**src/rtl/redirect_arbiter.sv**
```systemverilog
`timescale 1ns/1ps
module redirect_arbiter #(
  parameter int N_EXU      = 5,
  parameter int IDX_W      = 4,
  parameter int FTQ_W      = 4,
  parameter int OFF_W      = 3,
  parameter int PC_W       = 16,
  parameter int INST_SHIFT = 1
) (
  input  logic                        clk,
  input  logic                        rst_n,
  input  logic [N_EXU-1:0]            exu_valid,
  input  logic [N_EXU-1:0]            exu_rob_flag,
  input  logic [N_EXU-1:0][IDX_W-1:0] exu_rob_idx,
  input  logic [N_EXU-1:0][FTQ_W-1:0] exu_ftq_ptr,
  input  logic [N_EXU-1:0][OFF_W-1:0] exu_ftq_off,
  input  logic                        ld_valid,
  input  logic                        ld_rob_flag,
  input  logic [IDX_W-1:0]            ld_rob_idx,
  input  logic [PC_W-1:0]             ld_target,
  input  logic                        rob_valid,
  input  logic                        rob_rob_flag,
  input  logic [IDX_W-1:0]            rob_rob_idx,
  input  logic [1:0]                  rob_level,
  input  logic [PC_W-1:0]             rob_target,
  output logic [FTQ_W-1:0]            ftq_rd_ptr,
  input  logic [PC_W-1:0]             ftq_rd_pc,
  output logic                        be_valid,
  output logic                        be_rob_flag,
  output logic [IDX_W-1:0]            be_rob_idx,
  output logic [1:0]                  be_level,
  output logic [PC_W-1:0]             be_target,
  output logic                        fe_valid,
  output logic                        fe_rob_flag,
  output logic [IDX_W-1:0]            fe_rob_idx,
  output logic [1:0]                  fe_level,
  output logic [PC_W-1:0]             fe_target,
  output logic                        fe_flush_all
);
  localparam logic [1:0] LVL_EXU = 2'b00;
  localparam logic [1:0] LVL_LD  = 2'b01;

  function automatic logic older(input logic af, input logic [IDX_W-1:0] ai,
                                 input logic bf, input logic [IDX_W-1:0] bi);
    return (af == bf) ? (ai < bi) : (ai > bi);
  endfunction

  // stage 1: oldest execution mispredict
  logic             sel_v, sel_f;
  logic [IDX_W-1:0] sel_i;
  logic [FTQ_W-1:0] sel_p;
  logic [OFF_W-1:0] sel_o;

  always_comb begin
    sel_v = 1'b0;
    sel_f = 1'b0;
    sel_i = '0;
    sel_p = '0;
    sel_o = '0;
    for (int k = 0; k < N_EXU; k++) begin
      if (exu_valid[k] && (!sel_v || older(exu_rob_flag[k], exu_rob_idx[k], sel_f, sel_i))) begin
        sel_v = 1'b1;
        sel_f = exu_rob_flag[k];
        sel_i = exu_rob_idx[k];
        sel_p = exu_ftq_ptr[k];
        sel_o = exu_ftq_off[k];
      end
    end
  end

  assign ftq_rd_ptr = sel_p;

  logic             s1_v, s1_f;
  logic [IDX_W-1:0] s1_i;
  logic [OFF_W-1:0] s1_o;
  logic             lb_v, lb_f;
  logic [IDX_W-1:0] lb_i;
  logic             s3_v, s3_f;
  logic [IDX_W-1:0] s3_i;
  logic [1:0]       s3_l;
  logic [PC_W-1:0]  s3_t;

  // stage 2: merge with load replay, filter against last backend redirect
  logic            x_ok, l_ok, take_x;
  logic [PC_W-1:0] x_tgt;

  assign x_ok   = s1_v && !(lb_v && !older(s1_f, s1_i, lb_f, lb_i));
  assign l_ok   = ld_valid && !(lb_v && !older(ld_rob_flag, ld_rob_idx, lb_f, lb_i));
  assign take_x = x_ok && (!l_ok || older(s1_f, s1_i, ld_rob_flag, ld_rob_idx));
  assign x_tgt  = ftq_rd_pc + (PC_W'(s1_o) << INST_SHIFT);

  assign be_valid    = (x_ok || l_ok) && !rob_valid;
  assign be_rob_flag = take_x ? s1_f  : ld_rob_flag;
  assign be_rob_idx  = take_x ? s1_i  : ld_rob_idx;
  assign be_level    = take_x ? LVL_EXU : LVL_LD;
  assign be_target   = take_x ? x_tgt : ld_target;

  always_ff @(posedge clk or negedge rst_n) begin
    if (!rst_n) begin
      s1_v <= 1'b0; s1_f <= 1'b0; s1_i <= '0; s1_o <= '0;
      lb_v <= 1'b0; lb_f <= 1'b0; lb_i <= '0;
      s3_v <= 1'b0; s3_f <= 1'b0; s3_i <= '0; s3_l <= '0; s3_t <= '0;
    end else begin
      s1_v <= sel_v && !rob_valid;
      s1_f <= sel_f;
      s1_i <= sel_i;
      s1_o <= sel_o;
      lb_v <= be_valid;
      lb_f <= be_rob_flag;
      lb_i <= be_rob_idx;
      s3_v <= be_valid;
      s3_f <= be_rob_flag;
      s3_i <= be_rob_idx;
      s3_l <= be_level;
      s3_t <= be_target;
    end
  end

  // stage 3: reorder-buffer redirect has priority
  assign fe_valid     = rob_valid || s3_v;
  assign fe_rob_flag  = rob_valid ? rob_rob_flag : s3_f;
  assign fe_rob_idx   = rob_valid ? rob_rob_idx  : s3_i;
  assign fe_level     = rob_valid ? rob_level    : s3_l;
  assign fe_target    = rob_valid ? rob_target   : s3_t;
  assign fe_flush_all = fe_valid && fe_level[1];
endmodule

```
**config.mk**
```make
export PLATFORM = sky130hd
export DESIGN_NAME = redirect_arbiter
export DESIGN_NICKNAME = d
export VERILOG_FILES = /design/src/rtl/redirect_arbiter.sv
export SDC_FILE = /design/constraint.sdc
export NUM_CORES = 1
export LEC_CHECK = 0
export ABC_CLOCK_PERIOD_IN_PS = 36600
export CORE_MARGIN = 3
export CORE_UTILIZATION = 43
export CTS_BUF_LIST = sky130_fd_sc_hd__clkbuf_4
export DETAILED_ROUTE_END_ITERATION = 12
export HOLD_SLACK_MARGIN = 0.1
export PLACE_DENSITY = 0.95
export SYNTH_ARGS = -nofsm -noshare
export SYNTH_HDL_FRONTEND = slang
export SYNTH_SLANG_ARGS = --single-unit
```
**constraint.sdc**
```tcl
create_clock -name clk -period 36.6 [get_ports clk]
set_clock_uncertainty 0.15 [all_clocks]
set_input_delay 10.98 -clock clk [delete_from_list [all_inputs] [get_ports clk]]
set_output_delay 10.98 -clock clk [all_outputs]
set_load 0.005 [all_outputs]
```
==> results of run 1 <==
Yosys cell counts (2+ instances only):
cell,n
sky130_fd_sc_hd__mux2_2,38
sky130_fd_sc_hd__nand2_1,33
sky130_fd_sc_hd__dfrtp_1,32
sky130_fd_sc_hd__ha_1,31
sky130_fd_sc_hd__inv_1,28
sky130_fd_sc_hd__o21ai_0,24
sky130_fd_sc_hd__mux2_4,14
sky130_fd_sc_hd__nor2_1,12
sky130_fd_sc_hd__xor2_1,12
sky130_fd_sc_hd__mux2i_1,11
sky130_fd_sc_hd__a21oi_1,10
sky130_fd_sc_hd__nand4_1,9
sky130_fd_sc_hd__nor2b_1,9
sky130_fd_sc_hd__a22o_1,7
sky130_fd_sc_hd__clkbuf_1,7
sky130_fd_sc_hd__nand2b_1,6
sky130_fd_sc_hd__xnor2_1,6
sky130_fd_sc_hd__nand3_1,5
sky130_fd_sc_hd__o21a_1,5
sky130_fd_sc_hd__and2_1,4
sky130_fd_sc_hd__and3_1,4
sky130_fd_sc_hd__a21o_1,3
sky130_fd_sc_hd__buf_4,3
sky130_fd_sc_hd__o211ai_1,3
sky130_fd_sc_hd__a211o_1,2
sky130_fd_sc_hd__a31oi_1,2
sky130_fd_sc_hd__buf_2,2
sky130_fd_sc_hd__o21ai_1,2
sky130_fd_sc_hd__o31ai_1,2
registers in the layout, summed over array words and instances, names as in the netlist, 3 cells and up:
register  cells
s1_o          3
s1_i          4
s3_i          4
s3_t         16
final cells by class:
class / count / area (um2) / share of cell area
multi-input cells: 271 / 2217 / 0.4333
repair buffers: 183 / 1824 / 0.3565
flip-flops and latches: 32 / 800.8 / 0.1565
well taps: 96 / 120.1 / 0.02347
inverters: 28 / 105.1 / 0.02054
clock buffers: 6 / 45.04 / 0.008802
clock inverters: 1 / 5.005 / 0.0009780
worst max-delay path by stage:
| stage | start | endpoint | slack, ps | cells past startpoint |
|---|---|---|---|---|
| detailed placement | exu_valid[0] | ftq_rd_ptr[0] | 5230 | 36 |
| finish | exu_valid[0] | ftq_rd_ptr[3] | 5160 | 36 |
| CTS | exu_valid[0] | ftq_rd_ptr[3] | 5230 | 36 |
| global route | exu_valid[0] | ftq_rd_ptr[0] | 4390 | 36 |
| floorplan | exu_valid[0] | ftq_rd_ptr[0] | 7620 | 39 |
| global placement | exu_valid[0] | ftq_rd_ptr[3] | 5690 | 36 |
per-layer routing:
layer / wire length [um] / up-vias / global-route usage
met5: 0 / - / 0
met4: 189 / 0 / 0.07178
met3: 896 / 14 / 0.05332
met2: 6038 / 164 / 0.5030
met1: 3941 / 1578 / 0.2681
li1: - / 1581 / -
metrics by stage:
stage	utilization	hold slack (ps)	instance area [um2]	power, mW	worst slack (ps)
floorplan	-	388.0	3193	0.1116	7617
global placement	0.7258	384.8	5067	0.1644	5692
detailed placement	0.7258	393.5	5067	0.1713	5229
CTS	0.7330	405.6	5117	0.1908	5233
global route	0.7330	443.7	5117	0.2034	4394
finish	0.7330	404.6	5117	0.1902	5158
critical path: cells and delay by family:
kind	cells	cell delay, ps
compound gates	13	3670
fa+ha+maj	4	1160
simple gates	12	2000
buf+inv	4	1470
mux	3	990
where the power goes:
part / switching (mW) / internal, mW / total [mW]
registers: 0.00472 / 0.0453 / 0.0500
clock network: 0.0116 / 0.00782 / 0.0194
logic: 0.0507 / 0.0701 / 0.121
total: 0.0670 / 0.123 / 0.190
logic make-up (layout without fill, tap and decap cells):
logic type / count (synthesis) / after routing / share of synthesized area
other cells: 1 / 1 / 0.001174
xor+xnor: 18 / 18 / 0.04937
compound gates: 69 / 69 / 0.1422
simple gates: 88 / 88 / 0.1395
mux: 63 / 63 / 0.2343
fa+ha+maj: 32 / 32 / 0.1277
flops: 32 / 32 / 0.2508
buf+inv: 41 / 218 / 0.05486
==> flow_summary.json, run 1 <==
{
  "clockBufferDepth": 2,
  "achievable-frequency_ghz": 0.03180,
  "cts_made_buffers": 5,
  "detailedPlacementHpwl_mm": 9.534,
  "arrival_ps": 20310,
  "initial_utilization": 0.4573,
  "finalCriticalPeriod_ps": 31440,
  "via_count": 3337,
  "worstReg2RegEnd": "s3_i[1]",
  "die_x_um": 92.17,
  "ys_seq_elements": 32,
  "irDropWorstVdd_v": 0.00001706,
  "most_frequent_standard_cell_in_the_layout_excluding_fill_and_tap_cells": "sky130_fd_sc_hd__clkdlybuf4s50_1",
  "ys_seq_area_frac": 0.2508,
  "max_cap_viol_count": 0,
  "layout_cells_sized_above_1": 0.1305,
  "clock_sink_count": 32,
  "netlist.area_leader.share": 0.2508,
  "first_pass_grt_wire_length_mm": 17.42,
  "detail_route.drc_violations": 0,
  "cts_tree": "yes",
  "unrepaired_setup_endpoints_after_global_routing": "false",
  "critical_path_peak_fanout": 14,
  "port-buffer-count": 180,
  "cp.required_ps": 25470,
  "layout.cells.most_common_list": "180 x sky130_fd_sc_hd__clkdlybuf4s50_1, 38 x sky130_fd_sc_hd__mux2_2, 33 x sky130_fd_sc_hd__nand2_1, 32 x sky130_fd_sc_hd__dfrtp_1, 31 x sky130_fd_sc_hd__ha_1",
  "cts-htree-levels": 2,
  "cts.hold.buffers_added": 0,
  "die_h_um": 92.17,
  "crit-reg2reg-launch": "s3_i[1]",
  "synth-edff-count": 0,
  "hold_viol": 0,
  "ys_types": 47,
  "outcome": "finished, final reports clean",
  "clock_latency_ps": 320,
  "synth_area_um2": 3193,
  "globalRoute.totalOverflow": 0,
  "hold-path-cell-count": 2,
  "slowest_delay_ps": 860,
  "instances_no_fill": 617,
  "synthesis.area_per_instance_um2": 9.282,
  "startpoint_type": "primary input",
  "synthToLayoutAreaGrowth_pct": 60.27,
  "power_density_nw_per_um2": 37.16,
  "setup_fix_bufs_post_cts": 0,
  "n_antenna_cell": 0,
  "slew-limit-headroom": 0.2373,
  "ys_warn_count": 0,
  "first_pass_drt_iterations": 4,
  "drtAntennaViolNets": 0,
  "tns_ps": 0,
  "worst-slew-pin-transition_ps": 1141,
  "ios": 182,
  "core_um2": 6982,
  "report.final.slew_viol_count": 0,
  "numPlacedInstances": 610,
  "timing.reg2reg.setup_slack_ps": 33680,
  "hp-start": "s1_v",
  "synth_top_cell_by_area": "sky130_fd_sc_hd__dfrtp_1",
  "hold_path_class": "reg2reg",
  "detail_route.vias_per_cell": 5.408,
  "wl_mm": 11.07,
  "cts_repair_resize_count": 0,
  "capturing_element_type_of_the_critical_path": "output pin",
  "gp_routability_congestion": 0.8908,
  "timing.final.setup_violations": 0,
  "async_reset_ff_frac": 1.000,
  "std_cell_rows": 30,
  "post_synth_main_area_contributors": "sky130_fd_sc_hd__dfrtp_1 25%, sky130_fd_sc_hd__mux2_2 13%, sky130_fd_sc_hd__ha_1 12%, sky130_fd_sc_hd__mux2_4 6.6%, sky130_fd_sc_hd__nand2_1 3.9%",
  "dominantRegCellSynth": "sky130_fd_sc_hd__dfrtp_1",
  "clk_pin_slew_worst_paths_ps": 90,
  "route.detailed.wl_per_inst_um": 17.93,
  "grt_antenna_before_repair": 0,
  "final.fill_count": 492,
  "finalNetCount": 682,
  "grt_start_max_net_pins": 38,
  "crit_type": "in2out",
  "power.leakage_nw": 2.285,
  "via_count_of_the_first_global_routing_pass": 3465,
  "net_count_after_synthesis": 505,
  "root_buffer": "sky130_fd_sc_hd__clkbuf_4",
  "timing.final.crit_share": 0.8591,
  "cp_slowest_cell": "sky130_fd_sc_hd__a31oi_1",
  "end_point_of_the_most_critical_hold_path": "s3_v",
  "r2r_cells": 11,
  "synthCells": 344,
  "fp.dieArea_um2": 8495,
  "detailedRoute.firstIterationViolations": 140,
  "gr-usage-all-layers": 0.2550
}
Power figures use the tool's default switching activity.
==> run 2, diff against run 1 <==
GPL_TIMING_DRIVEN = 0   (was not set)
==> run 2 against run 1 <==
  * Wire length up 1.1%
  * Worst hold slack got worse by 15 ps
  * Design area is 0.66% higher
  * Critical path depth up 4
  * Die area unchanged
  * Worst setup slack better by 68 ps
  * Flip-flop and latch count did not move
  * Largest cell class unchanged
  * Largest power group unchanged
  * Highest routed layer unchanged
==> flow_summary.json, run 2 (synthesis gave the netlist of run 1 again) <==
{
  "std_cell_rows": 30,
  "p_seq_frac": 0.262,
  "pwr-share-comb": 0.639,
  "capturing_element_type_of_the_critical_path": "output pin",
  "irDropWorstVdd_v": 0.00001340,
  "port-buffer-count": 179,
  "fin_worst_hold_slack_ps": 389.6,
  "cpLargestDelayFamily": "compound AO/OA/AOI/OAI gates",
  "cts_tree": "yes",
  "drtAntennaViolNets": 0,
  "crit_type": "in2out",
  "hold_path_class": "reg2reg",
  "first_pass_drt_iterations": 5,
  "wl_met1_mm": 3.906,
  "top_register": "s3_t",
  "unrepaired_setup_endpoints_after_global_routing": "false",
  "finish.instance_area_um2": 5151,
  "synthToLayoutAreaGrowth_pct": 61.32,
  "hold-path-cell-count": 2,
  "max_cap_viol_count": 0,
  "route.detailed.wl_per_inst_um": 17.84,
  "routed-wl-met3_um": 920,
  "detail_route.vias_per_cell": 5.356,
  "cts.hold.buffers_added": 0,
  "outcome": "finished, final reports clean",
  "slew-limit-headroom": 0.3342,
  "timing.final.setup_violations": 0,
  "layout_cells_sized_above_1": 0.1356,
  "swShare": 0.3599,
  "detailedRoute.firstIterationViolations": 108,
  "timing.reg2reg.setup_slack_ps": 33080,
  "wl_mm": 11.19,
  "cts_made_buffers": 5,
  "worstReg2RegEnd": "s3_t[14]",
  "fp.dieArea_um2": 8495,
  "power_mw": 0.1922,
  "via_count": 3358,
  "numPlacedInstances": 619,
  "core_um2": 6982,
  "tns_ps": 0,
  "gp_routability_congestion": 0.8647,
  "first_pass_grt_wire_length_mm": 17.46,
  "hp-start": "s1_v",
  "crit_buf_inv": 8,
  "critical_path_peak_fanout": 10,
  "power.leakage_nw": 2.306,
  "fin_util": 0.7378,
  "setup_fix_bufs_post_cts": 0,
  "most_frequent_standard_cell_in_the_layout_excluding_fill_and_tap_cells": "sky130_fd_sc_hd__clkdlybuf4s50_1",
  "die_h_um": 92.17,
  "ios": 182,
  "clkPwrFrac": 0.099,
  "grt_start_max_net_pins": 33,
  "dpl_cell_area_um2": 5100,
  "finalCriticalPeriod_ps": 31370,
  "hold_viol": 0,
  "grt_antenna_before_repair": 0,
  "instances_no_fill": 627,
  "layout_top_registers": "s3_t: 16 flops, s1_i: 4 flops, s3_i: 4 flops",
  "clockBufferDepth": 2,
  "detail_route.drc_violations": 0,
  "die_x_um": 92.17,
  "clk_pin_slew_worst_paths_ps": 100,
  "timing.final.crit_share": 0.8572,
  "crit-reg2reg-launch": "s3_i[1]",
  "globalRoute.totalOverflow": 0,
  "clock_latency_ps": 330,
  "power_report.internal_total_mw": 0.1230,
  "slowest_delay_ps": 490,
  "worst-slew-pin-transition_ps": 994.4,
  "layout.cells.most_common_list": "178 x sky130_fd_sc_hd__clkdlybuf4s50_1, 38 x sky130_fd_sc_hd__mux2_2, 33 x sky130_fd_sc_hd__nand2_1, 32 x sky130_fd_sc_hd__dfrtp_1, 31 x sky130_fd_sc_hd__ha_1",
  "cp_slowest_cell": "sky130_fd_sc_hd__clkdlybuf4s50_1",
  "startpoint_type": "primary input",
  "largest_reg_flops": 16,
  "via_count_of_the_first_global_routing_pass": 3551,
  "final.fill_count": 485,
  "arrival_ps": 20240,
  "met2_length_mm": 6.027,
  "power_density_nw_per_um2": 37.31,
  "detailedPlacementHpwl_mm": 9.538,
  "post-route-worst-setup-slack_ps": 5226,
  "initial_utilization": 0.4573,
  "root_buffer": "sky130_fd_sc_hd__clkbuf_4",
  "gr-usage-all-layers": 0.2579,
  "cts-htree-levels": 2,
  "n_antenna_cell": 0,
  "report.final.slew_viol_count": 0,
  "cts_repair_resize_count": 0,
  "finalNetCount": 691,
  "achievable-frequency_ghz": 0.03187,
  "preCtsSetupSlack_ps": 5229,
  "end_point_of_the_most_critical_hold_path": "s3_v",
  "r2r_cells": 12,
  "routed.top_layer": "met4",
  "clock_sink_count": 32,
  "cp.required_ps": 25470,
  "netSwitchingPower_mw": 0.06918
}
run 2: cell type report:
class / instances / area, um2 / area share
multi-input cells: 271 / 2217 / 0.4304
well taps: 96 / 120.1 / 0.02332
flip-flops and latches: 32 / 800.8 / 0.1555
plain buffers: 13 / 70.07 / 0.01360
clock buffers: 5 / 37.54 / 0.007287
inverters: 28 / 105.1 / 0.02040
clock inverters: 3 / 13.76 / 0.002672
repair buffers: 179 / 1787 / 0.3469
run 2: routing by layer:
| layer | vias to the layer above | track usage |
|---|---|---|
| met5 | - | 0 |
| met4 | 0 | 0.09035 |
| met3 | 28 | 0.07465 |
| met2 | 168 | 0.5146 |
| li1 | 1599 | - |
| met1 | 1563 | 0.2463 |
run 2: how the worst max path moves through the flow:
stage                 start            end  slack (ps)  cells past startpoint
2_1_floorplan  exu_valid[0]  ftq_rd_ptr[0]        7620                     39
3_3_place_gp   exu_valid[0]  ftq_rd_ptr[2]        5730                     40
3_5_place_dp   exu_valid[0]  ftq_rd_ptr[1]        5230                     40
4_1_cts        exu_valid[0]  ftq_rd_ptr[1]        5240                     40
5_1_grt        exu_valid[0]  ftq_rd_ptr[1]        4560                     40
6_report       exu_valid[0]  ftq_rd_ptr[1]        5230                     40
run 2: power groups by stage:
stage / registers (mW) / clock network [mW] / logic [mW]
after floorplan: 0.0488 / 0 / 0.0628
after global placement: 0.0500 / 0 / 0.116
after detailed placement: 0.0509 / 0 / 0.122
after CTS: 0.0503 / 0.0194 / 0.123
after global routing: 0.0513 / 0.0211 / 0.133
final: 0.0504 / 0.0191 / 0.123
run 2: worst min-delay path, stage by stage (launching register included):
cell and delay, ps:
sky130_fd_sc_hd__dfrtp_1 380, sky130_fd_sc_hd__nand2_1 60, sky130_fd_sc_hd__a21oi_1 70
==> run 3, diff against run 2 <==
CORE_MARGIN = 2   (was 3)
CORE_UTILIZATION = 42   (was 43)
CTS_BUF_LIST = not set   (was sky130_fd_sc_hd__clkbuf_4)
==> run 3 against run 2 <==
  * Global-route usage up 0.57 points
  * Via count grew 0.36%
  * Worst hold slack improved by 15 ps
  * Final cell count increased by 0.48%
  * Die area shrank 2.1%
  * Wire length down 0.57%
  * Non-clock buffer count stayed put
  * Flip-flop and latch count is the same
==> flow_summary.json, run 3 (synthesis gave the netlist of run 1 again) <==
{
  "crit_type": "in2out",
  "power_density_nw_per_um2": 39.00,
  "std_cell_rows": 31,
  "instances_no_fill": 630,
  "route.detailed.wl_per_inst_um": 17.66,
  "root_buffer": "sky130_fd_sc_hd__clkbuf_8",
  "clockBufferDepth": 2,
  "max_cap_viol_count": 0,
  "capturing_element_type_of_the_critical_path": "output pin",
  "via_count": 3370,
  "irDropWorstVdd_v": 0.00001794,
  "outcome": "finished, final reports clean",
  "top_register": "s3_t",
  "critical_path_peak_fanout": 10,
  "largest_reg_flops": 16,
  "tns_ps": 0,
  "cts_made_buffers": 5,
  "startpoint_type": "primary input",
  "layout_cells_sized_above_1": 0.1375,
  "gr-usage-all-layers": 0.2636,
  "hold_path_class": "reg2reg",
  "initial_utilization": 0.4379,
  "achievable-frequency_ghz": 0.03203,
  "synthToLayoutAreaGrowth_pct": 62.74,
  "arrival_ps": 20090,
  "power_mw": 0.2026,
  "core_um2": 7292,
  "report.final.slew_viol_count": 0,
  "numPlacedInstances": 622,
  "detailedRoute.firstIterationViolations": 98,
  "detailedPlacementHpwl_mm": 9.127,
  "globalRoute.totalOverflow": 0,
  "finalNetCount": 691,
  "worst-slew-pin-transition_ps": 933.8,
  "detail_route.vias_per_cell": 5.349,
  "first_pass_grt_wire_length_mm": 17.35,
  "clk_pin_slew_worst_paths_ps": 70,
  "detail_route.drc_violations": 0,
  "timing.final.setup_violations": 0,
  "ios": 182,
  "port-buffer-count": 179,
  "cts_tree": "yes",
  "most_frequent_standard_cell_in_the_layout_excluding_fill_and_tap_cells": "sky130_fd_sc_hd__clkdlybuf4s50_1",
  "clock_latency_ps": 290,
  "grt_start_max_net_pins": 33,
  "die_h_um": 91.19,
  "cts.hold.buffers_added": 0,
  "drtAntennaViolNets": 0,
  "hold_viol": 0,
  "setup_fix_bufs_post_cts": 0,
  "cp_slowest_cell": "sky130_fd_sc_hd__clkdlybuf4s50_1",
  "clock_sink_count": 32,
  "cts-htree-levels": 2,
  "crit_buf_inv": 8,
  "first_pass_drt_iterations": 4,
  "finalCriticalPeriod_ps": 31220,
  "n_antenna_cell": 0,
  "fp.dieArea_um2": 8316,
  "unrepaired_setup_endpoints_after_global_routing": "false",
  "wl_mm": 11.12,
  "die_x_um": 91.19,
  "via_count_of_the_first_global_routing_pass": 3514,
  "grt_antenna_before_repair": 0,
  "layout_top_registers": "s3_t: 16 flops, s1_i: 4 flops, s3_i: 4 flops",
  "timing.final.crit_share": 0.8531,
  "layout.cells.most_common_list": "178 x sky130_fd_sc_hd__clkdlybuf4s50_1, 38 x sky130_fd_sc_hd__mux2_2, 33 x sky130_fd_sc_hd__nand2_1, 32 x sky130_fd_sc_hd__dfrtp_1, 31 x sky130_fd_sc_hd__ha_1",
  "cts_repair_resize_count": 0,
  "slew-limit-headroom": 0.3747,
  "cp.required_ps": 25470,
  "cpLargestDelayFamily": "compound AO/OA/AOI/OAI gates",
  "gp_routability_congestion": 0.9082,
  "slowest_delay_ps": 510,
  "power.leakage_nw": 2.324
}
## run 3: cell count changes in the layout (fill, tap and decap cells not counted), sizes merged
cell	previous run	this run
clkbuf	12	13
clkinv	3	2
## run 3: layer usage
layer,GRT usage,part of all wire
met1,0.2712,0.35
met2,0.5006,0.53
met3,0.05145,0.076
met4,0.1351,0.046
met5,0,0
## run 3: final cells by class
class	instances	area [um2]
Multi-Input combinational cell	271	2217
Fill cell	543	2096
Timing Repair Buffer	179	1787
Sequential cell	32	800.8
Tap cell	99	123.9
Inverter	28	105.1
Clock buffer	6	82.58
Buffer	13	70.07
Clock inverter	2	10.01
## run 3: final timing paths
kind                         startpoint             to  slack [ps]  cells after the start
max                        exu_valid[0]  ftq_rd_ptr[1]        5380                     40
min                                s1_v           s3_v         400                      2
max reg2reg                     s3_i[1]       s3_t[10]       33070                     12
min reg2reg                        s1_v           s3_v         400                      2
max in group asynchronous         rst_n           s3_f       25270                      1
min in group asynchronous         rst_n        s3_i[2]       10580                      1
## run 3: worst reg2reg max path, delay by kind of cell (launching register included)
family | cells | cell delay [ps]
compound gates | 5 | 1400
fa+ha+maj | 1 | 270
buf+inv | 2 | 600
flops | 1 | 380
mux | 1 | 210
simple gates | 3 | 360
## run 3: power breakdown
part | leakage (nW) | switching, mW | internal, mW
registers | 0.379 | 0.00526 | 0.0454
logic | 1.89 | 0.0527 | 0.0706
clock network | 0.0510 | 0.0137 | 0.0150
total | 2.32 | 0.0717 | 0.131
## run 3: metrics by stage
stage / hold WS [ps] / setup WS (ps) / area [um2] / utilization
after floorplan: 388.0 / 7617 / 3193 / -
after global placement: 381.9 / 5698 / 5109 / 0.7006
after detailed placement: 398.2 / 5407 / 5104 / 0.6999
after CTS: 403.2 / 5395 / 5196 / 0.7126
after global routing: 445.3 / 4513 / 5196 / 0.7126
final: 404.2 / 5375 / 5196 / 0.7126
